[config.mk]
export PLATFORM = sky130hd
export DESIGN_NAME = ahdlc_tx_framer
export DESIGN_NICKNAME = d
export VERILOG_FILES = /design/src/rtl/ahdlc_tx_pkg.sv /design/src/rtl/ahdlc_tx_datapath.sv /design/src/rtl/ahdlc_tx_control.sv /design/src/rtl/ahdlc_tx_framer.sv
export SDC_FILE = /design/constraint.sdc
export NUM_CORES = 1
export LEC_CHECK = 0
export ABC_AREA = 1
export ABC_CLOCK_PERIOD_IN_PS = 2180
export BUFFER_PORTS_ARGS = -buffer_cell sky130_fd_sc_hd__buf_2
export CORE_ASPECT_RATIO = 1.1
export CORE_MARGIN = 4
export CORE_UTILIZATION = 35
export DETAILED_ROUTE_END_ITERATION = 12
export PLACE_DENSITY_LB_ADDON = 0.08
export SETUP_SLACK_MARGIN = 0.4
export SLEW_MARGIN = 15
export SYNTH_ARGS = -nofsm -noshare
export SYNTH_HDL_FRONTEND = slang
export SYNTH_SLANG_ARGS = --single-unit
[constraint.sdc]
create_clock -name clk -period 2.18 [get_ports clk]
set_clock_uncertainty 0.2 [all_clocks]
set_input_delay 0.436 -clock clk [delete_from_list [all_inputs] [get_ports clk]]
set_output_delay 0.436 -clock clk [all_outputs]
set_load 0.005 [all_outputs]
[src/rtl/ahdlc_tx_pkg.sv]
package ahdlc_tx_pkg;
  localparam int OCT_W = 8;
  localparam logic [OCT_W-1:0] FLAG_OCT  = 8'h7E;
  localparam logic [OCT_W-1:0] ESC_OCT   = 8'h7D;
  localparam logic [OCT_W-1:0] FLIP_MASK = 8'h20;

  typedef enum logic [3:0] {
    PH_IDLE, PH_OPEN, PH_DATA, PH_GAP, PH_FCSLO, PH_FCSHI,
    PH_CLOSE, PH_ABESC, PH_ABFLAG, PH_DRAIN
  } phase_t;

  typedef enum logic [1:0] {SEL_IDLE, SEL_FLAG, SEL_ESC, SEL_CUR} sel_t;

  typedef struct packed {
    logic crcInit;
    logic loadIn;
    logic loadFcsLo;
    logic loadFcsHi;
    logic setEsc;
    sel_t sel;
  } ctl_stb_t;
endpackage

[src/rtl/ahdlc_tx_datapath.sv]
module ahdlc_tx_datapath
  import ahdlc_tx_pkg::*;
#(
  parameter int CRC_W = 16,
  parameter logic [CRC_W-1:0] CRC_POLY = 16'h8408,
  parameter logic [CRC_W-1:0] CRC_INIT = 16'hFFFF,
  parameter logic [OCT_W-1:0] IDLE_OCT = 8'hFF,
  parameter int MAP_W = 32
) (
  input  logic             clk,
  input  logic             rst_n,
  input  ctl_stb_t         stb,
  input  logic [OCT_W-1:0] inByte,
  input  logic             inLast,
  input  logic [MAP_W-1:0] ctrlEscMap,
  output logic [OCT_W-1:0] txByte,
  output logic             needEsc,
  output logic             escDone,
  output logic             lastHeld
);
  localparam int MAP_IDX_W = $clog2(MAP_W);

  logic [CRC_W-1:0] crcReg;
  logic [OCT_W-1:0] curByte;
  logic [CRC_W-1:0] fcsVal;

  function automatic logic [CRC_W-1:0] crcByte(input logic [CRC_W-1:0] c,
                                               input logic [OCT_W-1:0] d);
    logic [CRC_W-1:0] r;
    r = c;
    for (int i = 0; i < OCT_W; i++) begin
      if (r[0] ^ d[i]) r = (r >> 1) ^ CRC_POLY;
      else             r = r >> 1;
    end
    return r;
  endfunction

  assign fcsVal = ~crcReg;

  always_ff @(posedge clk) begin
    if (!rst_n) begin
      crcReg   <= CRC_INIT;
      curByte  <= IDLE_OCT;
      escDone  <= 1'b0;
      lastHeld <= 1'b0;
    end else begin
      if (stb.crcInit) begin
        crcReg   <= CRC_INIT;
        lastHeld <= 1'b0;
      end
      if (stb.loadIn) begin
        crcReg   <= crcByte(crcReg, inByte);
        curByte  <= inByte;
        lastHeld <= inLast;
      end
      if (stb.loadFcsLo) curByte <= fcsVal[OCT_W-1:0];
      if (stb.loadFcsHi) curByte <= fcsVal[CRC_W-1:OCT_W];
      if (stb.loadIn || stb.loadFcsLo || stb.loadFcsHi) escDone <= 1'b0;
      else if (stb.setEsc)                              escDone <= 1'b1;
    end
  end

  always_comb begin
    needEsc = (curByte == FLAG_OCT) || (curByte == ESC_OCT) ||
              ((curByte < OCT_W'(MAP_W)) && ctrlEscMap[curByte[MAP_IDX_W-1:0]]);
    unique case (stb.sel)
      SEL_IDLE: txByte = IDLE_OCT;
      SEL_FLAG: txByte = FLAG_OCT;
      SEL_ESC:  txByte = ESC_OCT;
      default:  txByte = !needEsc ? curByte : (escDone ? (curByte ^ FLIP_MASK) : ESC_OCT);
    endcase
  end
endmodule

[src/rtl/ahdlc_tx_control.sv]
module ahdlc_tx_control
  import ahdlc_tx_pkg::*;
(
  input  logic     clk,
  input  logic     rst_n,
  input  logic     inValid,
  input  logic     inLast,
  input  logic     txTake,
  input  logic     abortReq,
  input  logic     needEsc,
  input  logic     escDone,
  input  logic     lastHeld,
  output ctl_stb_t stb,
  output logic     inReady,
  output logic     txValid,
  output phase_t   phase
);
  phase_t nxt;
  logic byteDone, inFrame, abortHit, slot, accept, escFirst;

  always_comb begin
    byteDone = txTake && (!needEsc || escDone);
    escFirst = txTake && needEsc && !escDone;
    inFrame  = phase inside {PH_OPEN, PH_DATA, PH_GAP, PH_FCSLO, PH_FCSHI};
    abortHit = abortReq && inFrame;
    slot     = ((phase == PH_OPEN) && txTake) ||
               ((phase == PH_DATA) && byteDone && !lastHeld) ||
               (phase == PH_GAP) || (phase == PH_DRAIN);
    inReady  = slot && !abortHit;
    accept   = inReady && inValid;
    txValid  = (phase != PH_GAP);

    stb = '0;
    nxt = phase;
    unique case (phase)
      PH_IDLE: if (inValid) begin nxt = PH_OPEN; stb.crcInit = 1'b1; end
      PH_OPEN: if (txTake) begin
        nxt = accept ? PH_DATA : PH_GAP;
        stb.loadIn = accept;
      end
      PH_GAP: if (accept) begin nxt = PH_DATA; stb.loadIn = 1'b1; end
      PH_DATA: begin
        stb.setEsc = escFirst;
        if (byteDone) begin
          if (lastHeld) begin nxt = PH_FCSLO; stb.loadFcsLo = 1'b1; end
          else begin
            nxt = accept ? PH_DATA : PH_GAP;
            stb.loadIn = accept;
          end
        end
      end
      PH_FCSLO: begin
        stb.setEsc = escFirst;
        if (byteDone) begin nxt = PH_FCSHI; stb.loadFcsHi = 1'b1; end
      end
      PH_FCSHI: begin
        stb.setEsc = escFirst;
        if (byteDone) nxt = PH_CLOSE;
      end
      PH_CLOSE:  if (txTake) nxt = PH_IDLE;
      PH_ABESC:  if (txTake) nxt = PH_ABFLAG;
      PH_ABFLAG: if (txTake) nxt = lastHeld ? PH_IDLE : PH_DRAIN;
      PH_DRAIN:  if (accept && inLast) nxt = PH_IDLE;
      default:   nxt = PH_IDLE;
    endcase

    if (abortHit) begin
      nxt = PH_ABESC;
      stb.loadIn    = 1'b0;
      stb.loadFcsLo = 1'b0;
      stb.loadFcsHi = 1'b0;
      stb.setEsc    = 1'b0;
    end

    unique case (phase)
      PH_OPEN, PH_CLOSE, PH_ABFLAG:  stb.sel = SEL_FLAG;
      PH_ABESC:                      stb.sel = SEL_ESC;
      PH_DATA, PH_FCSLO, PH_FCSHI:   stb.sel = SEL_CUR;
      default:                       stb.sel = SEL_IDLE;
    endcase
  end

  always_ff @(posedge clk) begin
    if (!rst_n) phase <= PH_IDLE;
    else        phase <= nxt;
  end
endmodule

[src/rtl/ahdlc_tx_framer.sv]
module ahdlc_tx_framer
  import ahdlc_tx_pkg::*;
#(
  parameter int CRC_W = 16,
  parameter logic [CRC_W-1:0] CRC_POLY = 16'h8408,
  parameter logic [CRC_W-1:0] CRC_INIT = 16'hFFFF,
  parameter logic [7:0] IDLE_OCT = 8'hFF,
  parameter int MAP_W = 32
) (
  input  logic             clk,
  input  logic             rst_n,
  input  logic [MAP_W-1:0] ctrlEscMap,
  input  logic [7:0]       inByte,
  input  logic             inValid,
  input  logic             inLast,
  output logic             inReady,
  input  logic             abortReq,
  output logic [7:0]       txByte,
  output logic             txValid,
  input  logic             txTake
);
  ctl_stb_t stb;
  phase_t   ctlPhase;
  logic     needEsc, escDone, lastHeld;

  ahdlc_tx_control u_ctl (
    .clk(clk), .rst_n(rst_n), .inValid(inValid), .inLast(inLast),
    .txTake(txTake), .abortReq(abortReq), .needEsc(needEsc),
    .escDone(escDone), .lastHeld(lastHeld), .stb(stb),
    .inReady(inReady), .txValid(txValid), .phase(ctlPhase)
  );

  ahdlc_tx_datapath #(
    .CRC_W(CRC_W), .CRC_POLY(CRC_POLY), .CRC_INIT(CRC_INIT),
    .IDLE_OCT(IDLE_OCT), .MAP_W(MAP_W)
  ) u_dp (
    .clk(clk), .rst_n(rst_n), .stb(stb), .inByte(inByte), .inLast(inLast),
    .ctrlEscMap(ctrlEscMap), .txByte(txByte), .needEsc(needEsc),
    .escDone(escDone), .lastHeld(lastHeld)
  );
endmodule

==> out/results.txt, run 1 <==
Synth Instances: 375
final worst-path setup slack: -0.4537 ns
Final Cycle Share: 120.8%
row cnt: 31
Final Hold Viols: 0
grt ovf: 0
fraction of layout cells with a size suffix above 1: 40.83%
final setup TNS: -11.61 ns
Starting Density: 36.53%
1st-iter DRT viols: 87
Crit path buffers/inverters: 4
largest net degree at the start of global routing: 19
worst path cell trace: clkbuf_16 > nand2_1 > nand2_1 > nand2_1 > nand3_1 > nand3_1 > nand2_1 > nand3_2 > nand2_2 > nand2_4 > nand3_2 > nand3_2 > nand2_2 > inv_2 > buf_4 > buf_2
Hold Crit Start: inLast
number of global-route vias before repair: 2427
Avg Synthesized Cell Area: 6.500 um2
WP depth: 16
RSZ-0062 raised after global routing: true
I/O pin count: 56
GRT Total Usage: 16.72%
Routed Antenna Nets: 0
dpl ws: -0.3426 ns
# diodes: 0
CP max-delay cell: dfxtp_4
critical register-to-register path startpoint: u_dp.curByte[0]$_SDFFE_PN1P_
TritonCTS clock tree: done
clock root buffer: clkbuf_8
Worst Path Max Fanout: 9
WS Path Type: reg2out
Yosys warnings: 0
run status: complete, but fails checks
fillcell total: 684
Worst Setup Start Kind: flop
Worst R2R Path Depth: 21
WP data required: 1.54 ns
fraction of registers with async set/reset: 0%
failing checks: setup timing
Vias/cell: 4.872
number of synthesized flops with an enable pin: 0
Synth cell types: 33
core area: 6671 um2
P&R area growth vs syn: 45.43%
total CTS buffers: 5
die area: 8364 um2
Peak VDD IR: 456.8 uV
worst hold endpoint: u_dp.lastHeld$_SDFFE_PN0P_
Worst-Margin Slew: 0.4427 ns
PwrDens: 900.9 nW/um2
total power: 3193 uW
FF+latch count, synth: 30
Cell Area, Synth: 2437 um2
Synth Flop Type: dfxtp_1
arrival time at the worst endpoint: 2.00 ns
Nets: 525
initial antenna violation count: 0
TritonRoute pass-1 iters: 4
Setup violations, final: 39
aggregate routed wire length: 7227 um
GPL Wtd Cong: 0.8761
wire per inst: 12.86 um
Die Ht: 95.52 um
DRC Markers: 0
Syn Nets: 421
CP Capture Type: output pin
first-pass GRT wire length: 11250 um
Worst-path clk slew: 0.06 ns
CP peak stage delay: 0.42 ns
slew margin rel.: 70.27%
final core occ: 53.13%
maxcap violations: 0
post-DP HPWL: 5192 um
worst hold slack: 0.2179 ns
hold path depth: 3
DR vias: 2738
clk_lat worst skew: 0.29 ns
Max H-tree Level: 2
Min Clock Period, post-route: 2.634 ns
R2R Setup Slk: -0.38 ns
Final Max Slew Viols: 0
CTS max path bufs: 2
Sink Count: 30
Hold Crit Class: in2reg
Port-buffer cells: 55
Crit path max-delay family: simple AND/OR/NAND/NOR gates
maximum clock frequency: 379.7 MHz
cell repeated most along the worst path: nand2_1
P_leak: 0.001729 uW
Die X: 87.57 um
reg-to-reg endpoint: u_ctl.phase[2]$_SDFFE_PN0P_
register area share after synthesis: 24.64%
[state kept, by name, indices dropped and copies added, names as in the netlist]
| name | flops |
|---|---|
| u_dp.crcReg | 16 |
| u_dp.escDone | 1 |
| u_dp.lastHeld | 1 |
| u_ctl.phase | 4 |
| u_dp.curByte | 8 |
[metrics by stage]
step / cell area [um2] / instances
finish: 3545 / 562
detailed placement: 3037 / 534
CTS: 3282 / 548
global placement: 3037 / 534
global route: 3545 / 562
floorplan: 2467 / 375
[worst max path at each step]
stage,startpoint,end
6_report,u_dp.curByte[0]$_SDFFE_PN1P_,inReady
5_1_grt,u_dp.curByte[0]$_SDFFE_PN1P_,inReady
4_1_cts,u_dp.curByte[0]$_SDFFE_PN1P_,inReady
3_5_place_dp,u_dp.curByte[0]$_SDFFE_PN1P_,u_dp.curByte[3]$_SDFFE_PN1P_
3_3_place_gp,u_dp.curByte[0]$_SDFFE_PN1P_,u_dp.curByte[3]$_SDFFE_PN1P_
2_1_floorplan,u_dp.curByte[0]$_SDFFE_PN1P_,u_dp.crcReg[10]$_SDFFE_PN1P_
[where the power goes]
group          switching, uW  internal [uW]
Clock                    214            254
Sequential               100            625
Combinational           1080            916
[logic make-up after synthesis]
kind of cell | synth area share [%]
xor+xnor | 8.625
simple gates | 36.09
compound gates | 18.53
buf+inv | 12.11
flops | 24.64
[cell type report]
type	instances	area, um2	area share (%)
Clock buffer	7	86.33	2.436
Clock inverter	1	5.005	0.1412
Tap cell	82	102.6	2.894
Multi-Input combinational cell	284	1717	48.43
Timing Repair Buffer	109	819.5	23.12
Inverter	49	198.9	5.612
Sequential cell	30	615.6	17.37
[cells in the mapped netlist (2+ instances only)]
cell	instances	area (um2)
nand2_1	117	439.2
inv_1	42	157.7
nor2_1	33	123.9
dfxtp_1	30	600.6
o21ai_0	25	125.1
nand3_1	22	110.1
xnor2_1	15	131.4
a21oi_1	12	60.06
o22ai_2	10	125.1
xor2_1	9	78.83
inv_2	7	26.28
nor3_1	6	30.03
o211ai_2	6	75.07
buf_6	5	56.30
clkbuf_1	4	15.01
nand3_2	4	40.04
nand4_1	4	25.02
o21ai_1	4	20.02
nand2_4	3	33.78
nand2_2	2	12.51
nand4_4	2	42.54
o211ai_1	2	15.01
[worst register-to-register path: stages, from the launching register on]
cell and delay [ns]:
dfxtp_4 0.42, clkbuf_16 0.17, nand2_1 0.05, nand2_1 0.06, nand2_1 0.05, nand3_1 0.07, nand3_1 0.08, nand2_1 0.09
nand3_2 0.08, nand2_2 0.09, nand2_4 0.05, nand3_2 0.07, nand3_2 0.08, buf_4 0.15, buf_4 0.13, buf_4 0.12
nand4_1 0.10, nand2_1 0.09, nand3_1 0.10, nand2_2 0.07, nor2_1 0.09, nor2_1 0.05
[routing by layer]
layer  global-route usage (%)  share of wire (%)
met5                        0                  0
met4                    4.987                1.2
met3                    2.420                5.1
met2                    27.39                 47
met1                    22.60                 47
[placed cells by master (no fill, tap or decap), types with 2 or more instances in the layout]
cell       Yosys  routed
a21oi_1       12       7
dfxtp_4        0       4
nor3_4         0       2
nand4_1        4       4
xnor2_1       15      15
nand2_1      117     110
buf_12         1       4
buf_2          1      55
nor2_2         1       4
clkbuf_16      0       2
nand2_8        0       2
o21ai_2        0       5
o21ai_0       25      14
nand4_4        2       2
nand2_4        3       2
inv_1         42      35
buf_6          5       7
clkbuf_8       0       6
o211ai_2       6       6
nand3_1       22      21
o22ai_2       10      11
nor2_4         0       6
nor3_2         1       2
o21ai_1        4      10
dfxtp_1       30      26
a21oi_2        1       6
nor3_1         6       3
nand3_2        4       5
xor2_1         9       9
o211ai_1       2       2
nand2_2        2       9
nor2_1        33      24
buf_4          1      39
inv_2          7      11
[what timing repair did]
action	4_1_cts	5_1_grt
setup endpoints to repair	40	40
hold buffers	0	0
resized for setup	31	41
setup buffers	5	11
gates cloned	1	3
pin swaps	3	10
(Power assumes the default switching activity.)
==> inputs of run 2 (changes only) <==
- SETUP_SLACK_MARGIN: 0.4 -> unset
==> run 2 against run 1 <==
The flow still finishes with violations (setup timing). Wire length is 0.87% lower. Register-to-register slack better by 0.14 ns. Count of clock-buffer cells in the layout is 1 higher. Combinational power is 15% lower. Largest power group unchanged. Highest routed layer unchanged.
==> out/results.txt, run 2 (synthesis gave the netlist of run 1 again) <==
run status: complete, but fails checks (unchanged)
failing checks: setup timing (unchanged)
final core occ: 50.56% (was 53.13%)
P&R area growth vs syn: 38.40% (was 45.43%)
Most flops, register: u_dp.crcReg (unchanged)
Routed Antenna Nets: 0 (unchanged)
aggregate routed wire length: 7164 um (was 7227 um)
PwrDens: 870.1 nW/um2 (was 900.9 nW/um2)
row cnt: 31 (unchanged)
Worst Setup Start Kind: flop (unchanged)
Sink Count: 30 (unchanged)
# diodes: 0 (unchanged)
WP data required: 1.54 ns (about the same)
Starting Density: 36.53% (unchanged)
first-pass GRT wire length: 12080 um (was 11250 um)
Worst Path Max Fanout: 17 (was 9)
post-DP HPWL: 5353 um (was 5192 um)
WS Path Type: reg2out (unchanged)
max reg flops: 16 (unchanged)
maximum clock frequency: 402.0 MHz (was 379.7 MHz)
largest net degree at the start of global routing: 18 (was 19)
DR vias: 2637 (was 2738)
1st-iter DRT viols: 99 (was 87)
I/O pin count: 56 (unchanged)
Min Clock Period, post-route: 2.488 ns (was 2.634 ns)
Final Hold Viols: 0 (unchanged)
most frequent cells in the layout: nand2_1 (114), buf_2 (56), inv_1 (39) (was nand2_1 (110), buf_2 (55), buf_4 (39))
die area: 8364 um2 (unchanged)
CTS max path bufs: 2 (unchanged)
fillcell total: 706 (was 684)
Final Cycle Share: 114.1% (was 120.8%)
slew margin rel.: 69.82% (was 70.27%)
Final Max Slew Viols: 0 (unchanged)
Peak VDD IR: 533.1 uV (was 456.8 uV)
Worst-path clk slew: 0.06 ns (about the same)
Worst-Margin Slew: 0.4495 ns (was 0.4427 ns)
Die Ht: 95.52 um (unchanged)
core area: 6671 um2 (unchanged)
clock root buffer: clkbuf_8 (unchanged)
initial antenna violation count: 0 (unchanged)
Die X: 87.57 um (unchanged)
arrival time at the worst endpoint: 1.85 ns (was 2.00 ns)
grt ovf: 0 (unchanged)
wire per inst: 12.98 um (was 12.86 um)
DRC Markers: 0 (unchanged)
clk_lat worst skew: 0.28 ns (was 0.29 ns)
Max H-tree Level: 2 (unchanged)
Vias/cell: 4.777 (was 4.872)
RSZ-0062 raised after global routing: true (unchanged)
maxcap violations: 0 (unchanged)
fraction of layout cells with a size suffix above 1: 35.96% (was 40.83%)
TritonCTS clock tree: done (unchanged)
GRT Total Usage: 18.11% (was 16.72%)
P_leak: 0.001634 uW (was 0.001729 uW)
leading registers by flop count: u_dp.crcReg: 16 flops, u_dp.curByte: 8 flops, u_ctl.phase: 4 flops (unchanged)
Setup violations, final: 40 (was 39)
dpl ws: -0.3421 ns (was -0.3426 ns)
total CTS buffers: 5 (unchanged)
final worst-path setup slack: -0.3077 ns (was -0.4537 ns)
Hold Crit Class: in2reg (unchanged)
GPL Wtd Cong: 0.8620 (was 0.8761)
Port-buffer cells: 55 (unchanged)
Nets: 515 (was 525)
commonest non-fill, non-tap cell in the layout: nand2_1 (unchanged)
number of global-route vias before repair: 2537 (was 2427)
CP Capture Type: output pin (unchanged)
TritonRoute pass-1 iters: 4 (unchanged)
[run 2: worst paths after layout]
kind / endpoint / cells after the start / start / slack, ns
setup reg to reg: u_dp.crcReg[8]$_SDFFE_PN1P_ / 20 / u_dp.curByte[0]$_SDFFE_PN1P_ / -0.24
hold / removal: u_dp.lastHeld$_SDFFE_PN0P_ / 3 / inLast / 0.23
setup / recovery: txByte[1] / 16 / u_dp.curByte[0]$_SDFFE_PN1P_ / -0.31
hold reg to reg: u_ctl.phase[3]$_SDFFE_PP0P_ / 2 / u_ctl.phase[3]$_SDFFE_PP0P_ / 0.31
[run 2: what timing repair did]
action	CTS	global route
resized for setup	49	9
setup buffers	5	2
hold buffers	0	0
hold endpoints to repair	0	0
pin swaps	6	4
gates cloned	4	0
setup endpoints to repair	40	40
[run 2: power breakdown]
group	switching, uW	internal [uW]	leakage, uW
sequential	90.1	619	0.000245
clock	208	318	0.0000575
combinational	973	727	0.00133
total	1270	1660	0.00163
[run 2: area by class of cell]
class	instances	area, um2	area share [%]
repair buffers	98	695.7	20.62
clock buffers	8	110.1	3.264
well taps	82	102.6	3.042
flip-flops and latches	30	608.1	18.03
inverters	49	193.9	5.749
multi-input cells	285	1663	49.30
[run 2: worst max-delay path, cell delays in order (launching register included)]
cell     delay, ns
dfxtp_4       0.37
inv_6         0.12
nand2_1       0.07
nand3_1       0.07
nand2_1       0.06
nand2_1       0.05
nand2_1       0.05
nor2_1        0.08
nand2_1       0.07
nand3_2       0.08
nand2_2       0.07
nand2_4       0.08
inv_2         0.05
nor2_4        0.12
nand2_1       0.07
nand2_1       0.06
buf_2         0.11
[run 2: through the flow]
| step | instance area, um2 | instances | TNS (ns) | power [uW] | hold WS [ns] |
|---|---|---|---|---|---|
| after global placement | 2985 | 533 | -8.952 | 2199 | 0.3019 |
| after detailed placement | 2985 | 533 | -9.278 | 2188 | 0.3051 |
| final | 3373 | 552 | -7.443 | 2935 | 0.2276 |
| after global routing | 3373 | 552 | -16.09 | 3194 | 0.2352 |
| after CTS | 3339 | 550 | -7.818 | 2930 | 0.2237 |
| after floorplan | 2442 | 375 | -0.5262 | 1702 | 0.2648 |
[run 2: routing by layer]
metal	part of all wire (%)	global-route usage, %
met5	0	0
met4	0.88	4.987
met3	5.1	2.161
met1	46	23.63
met2	48	31.22
==> inputs of run 3 (changes only) <==
- ABC_AREA: 1 -> unset
- SLEW_MARGIN: 15 -> 20
==> run 3 against run 2 <==
The flow still finishes with violations (setup timing). Combinational power rose by 34%. Final area rose by 14%. Synthesized cell count down 19%. Critical endpoint unchanged. Core utilization up 7.3 points. Largest power group unchanged. Cell count is 8.7% lower. Die area down 1.7%. Count of clock-buffer cells in the layout shrank 2. Sequential cell count did not move. Power rose by 19%. Worst hold slack worse by 0.0043 ns.
==> out/results.txt, run 3 <==
Synth area leaders: dfxtp_1 (25%), nor3_1 (6.7%), xor2_1 (4.8%) (was dfxtp_1 (25%), nand2_1 (18%), inv_1 (6.5%))
Worst-path clk slew: 0.07 ns (was 0.06 ns)
Nets: 467 (was 515)
Vias/cell: 5.462 (was 4.777)
post-DP HPWL: 5649 um (was 5353 um)
Worst Path Max Fanout: 6 (was 17)
core area: 6633 um2 (was 6671 um2)
Worst Setup EP: txByte[1] (unchanged)
R2R Setup Slk: -0.69 ns (was -0.24 ns)
slew margin rel.: 71.54% (was 69.82%)
Cell Area, Synth: 2391 um2 (was 2437 um2)
leading registers by flop count: u_dp.crcReg: 16 flops, u_dp.curByte: 8 flops, u_ctl.phase: 4 flops (unchanged)
most numerous cell in the Yosys netlist: nor3_1 (was nand2_1)
wire per inst: 15.58 um (was 12.98 um)
CP Capture Type: output pin (unchanged)
Sink Count: 30 (unchanged)
top post-synthesis cells by count: nor3_1 (32), dfxtp_1 (30), nor2_1 (22), o21ai_0 (22), clkbuf_1 (15) (was nand2_1 (117), inv_1 (42), nor2_1 (33), dfxtp_1 (30), o21ai_0 (25))
max layer used: met4 (unchanged)
maximum clock frequency: 328.9 MHz (was 402.0 MHz)
fraction of registers with async set/reset: 0% (unchanged)
Die X: 86.81 um (was 87.57 um)
Max H-tree Level: 2 (unchanged)
Synth area leader: dfxtp_1 (unchanged)
1st-iter DRT viols: 112 (was 99)
max reg flops: 16 (unchanged)
maxcap violations: 0 (unchanged)
reg-to-reg endpoint: u_dp.curByte[1]$_SDFFE_PN1P_ (was u_dp.crcReg[8]$_SDFFE_PN1P_)
first-pass GRT wire length: 12350 um (was 12080 um)
Routed Antenna Nets: 0 (unchanged)
Most flops, register: u_dp.crcReg (unchanged)
fraction of layout cells with a size suffix above 1: 50.95% (was 35.96%)
P_leak: 0.001528 uW (was 0.001634 uW)
final setup TNS: -22.22 ns (was -7.443 ns)
GPL Wtd Cong: 0.8946 (was 0.8620)
register area share after synthesis: 25.12% (was 24.64%)
WS Path Type: reg2out (unchanged)
WP data required: 1.54 ns (about the same)
Port-buffer cells: 55 (unchanged)
fillcell total: 620 (was 706)
met1 wire length: 3487 um (was 3287 um)
TritonCTS clock tree: done (unchanged)
Final Cycle Share: 139.5% (was 114.1%)
worst setup path startpoint: u_dp.curByte[0]$_SDFFE_PN1P_ (unchanged)
WL met2: 4009 um (was 3449 um)
grt ovf: 0 (unchanged)
Hold Crit Class: in2reg (unchanged)
Synth cell types: 59 (was 33)
P&R area growth vs syn: 60.39% (was 38.40%)
RSZ-0062 raised after global routing: true (unchanged)
aggregate routed wire length: 7853 um (was 7164 um)
die area: 8219 um2 (was 8364 um2)
initial antenna violation count: 0 (unchanged)
Synth Instances: 302 (was 375)
arrival time at the worst endpoint: 2.40 ns (was 1.85 ns)
number of global-route vias before repair: 2502 (was 2537)
Worst-Margin Slew: 0.4255 ns (was 0.4495 ns)
failing checks: setup timing (unchanged)
final worst-path setup slack: -0.8605 ns (was -0.3077 ns)
Starting Density: 36.05% (was 36.53%)
Syn Nets: 348 (was 421)
critical register-to-register path startpoint: u_dp.curByte[0]$_SDFFE_PN1P_ (unchanged)
Final Hold Viols: 0 (unchanged)
GRT Total Usage: 18.69% (was 18.11%)
TritonRoute pass-1 iters: 4 (unchanged)
commonest non-fill, non-tap cell in the layout: buf_4 (was nand2_1)
clk_lat worst skew: 0.29 ns (was 0.28 ns)
DR vias: 2753 (was 2637)
Worst R2R Path Depth: 11 (was 20)
Synth Flop Type: dfxtp_1 (unchanged)
PwrDens: 909.5 nW/um2 (was 870.1 nW/um2)
# diodes: 0 (unchanged)
largest net degree at the start of global routing: 20 (was 18)
FF+latch count, synth: 30 (unchanged)
clock root buffer: clkbuf_8 (unchanged)
number of synthesized flops with an enable pin: 0 (unchanged)
DRC Markers: 0 (unchanged)
total CTS buffers: 5 (unchanged)
Setup violations, final: 38 (was 40)
Synth top area share: 25.12% (was 24.64%)
most frequent cells in the layout: buf_4 (59), buf_2 (54), dfxtp_1 (26) (was nand2_1 (114), buf_2 (56), inv_1 (39))
worst hold slack: 0.2233 ns (was 0.2276 ns)
Avg Synthesized Cell Area: 7.917 um2 (was 6.500 um2)
CTS max path bufs: 2 (unchanged)
row cnt: 31 (unchanged)
Yosys warnings: 0 (unchanged)
Min Clock Period, post-route: 3.041 ns (was 2.488 ns)
run status: complete, but fails checks (unchanged)
Final Max Slew Viols: 0 (unchanged)
metal3 WL: 290 um (was 364 um)
Peak VDD IR: 639.1 uV (was 533.1 uV)
Die Ht: 94.69 um (was 95.52 um)
Worst Setup Start Kind: flop (unchanged)
I/O pin count: 56 (unchanged)
-- run 3: worst min path at each step --
stage | slack, ns | end | depth (start not counted) | start
global placement | 0.33 | u_dp.crcReg[6]$_SDFFE_PN1P_ | 2 | u_dp.crcReg[6]$_SDFFE_PN1P_
detailed placement | 0.34 | u_dp.crcReg[6]$_SDFFE_PN1P_ | 2 | u_dp.crcReg[6]$_SDFFE_PN1P_
floorplan | 0.31 | u_dp.crcReg[6]$_SDFFE_PN1P_ | 2 | u_dp.crcReg[6]$_SDFFE_PN1P_
global route | 0.22 | u_dp.lastHeld$_SDFFE_PN0P_ | 3 | inLast
CTS | 0.21 | u_dp.lastHeld$_SDFFE_PN0P_ | 3 | inLast
finish | 0.22 | u_dp.lastHeld$_SDFFE_PN0P_ | 3 | inLast
-- run 3: cell type report --
class | count | area (um2) | area share (%)
Clock inverter | 2 | 12.51 | 0.3263
Tap cell | 82 | 102.6 | 2.675
Sequential cell | 30 | 610.6 | 15.92
Inverter | 9 | 37.54 | 0.9788
Multi-Input combinational cell | 238 | 1954 | 50.96
Clock buffer | 6 | 82.58 | 2.153
Timing Repair Buffer | 137 | 1035 | 26.98
-- run 3: report_power, final --
part	switching [uW]	internal, uW	total (uW)	leakage, uW
Clock	224	253	478	0.0000472
Combinational	1140	1130	2280	0.00124
Sequential	100	634	735	0.000244
Total	1470	2020	3490	0.00153
-- run 3: cell families (layout without fill, tap and decap cells) --
group                     count (synthesis)  after routing  share of synthesized area (%)
AOI/OAI and AO/OA                        91             91                          26.95
and+or+nand+nor                         110            110                          24.12
buffers and inverters                    34            154                          6.697
DFF                                      30             30                          25.12
xor gates and xnor gates                 25             25                          9.158
muxes                                    12             12                          7.954
-- run 3: what timing repair did --
action	4_1_cts	5_1_grt
gates resized for setup	32	75
cloned	0	1
endpoints found under the hold margin	0	0
pin swaps	11	43
setup endpoints to repair	39	39
hold buffers	0	0
setup buffers	9	16
-- run 3: per-stage QoR --
stage,total power (uW),utilization [%],instances,setup WS (ns),area [um2]
global route,3755,57.82,504,-0.9555,3835
detailed placement,2471,46.80,472,-0.7454,3104
CTS,3066,50.84,489,-0.9133,3372
finish,3488,57.82,504,-0.8605,3835
floorplan,1841,-,302,-0.5247,2416
global placement,2462,46.80,472,-0.6996,3104
-- run 3: critical path, stage by stage, from the launching register on --
cell and delay [ns]:
dfxtp_4 0.41, buf_6 0.13, nand2b_4 0.13, o22ai_2 0.08, o31a_1 0.36, a21o_1 0.21, or2_4 0.26, a21oi_2 0.13
a31oi_1 0.05, or2_4 0.23, buf_6 0.11
-- run 3: layer usage --
metal,track usage (%),vias to the layer above
li1,-,1366
met1,24.50,1327
met2,31.52,52
met3,3.927,8
met4,3.766,0
met5,0,-
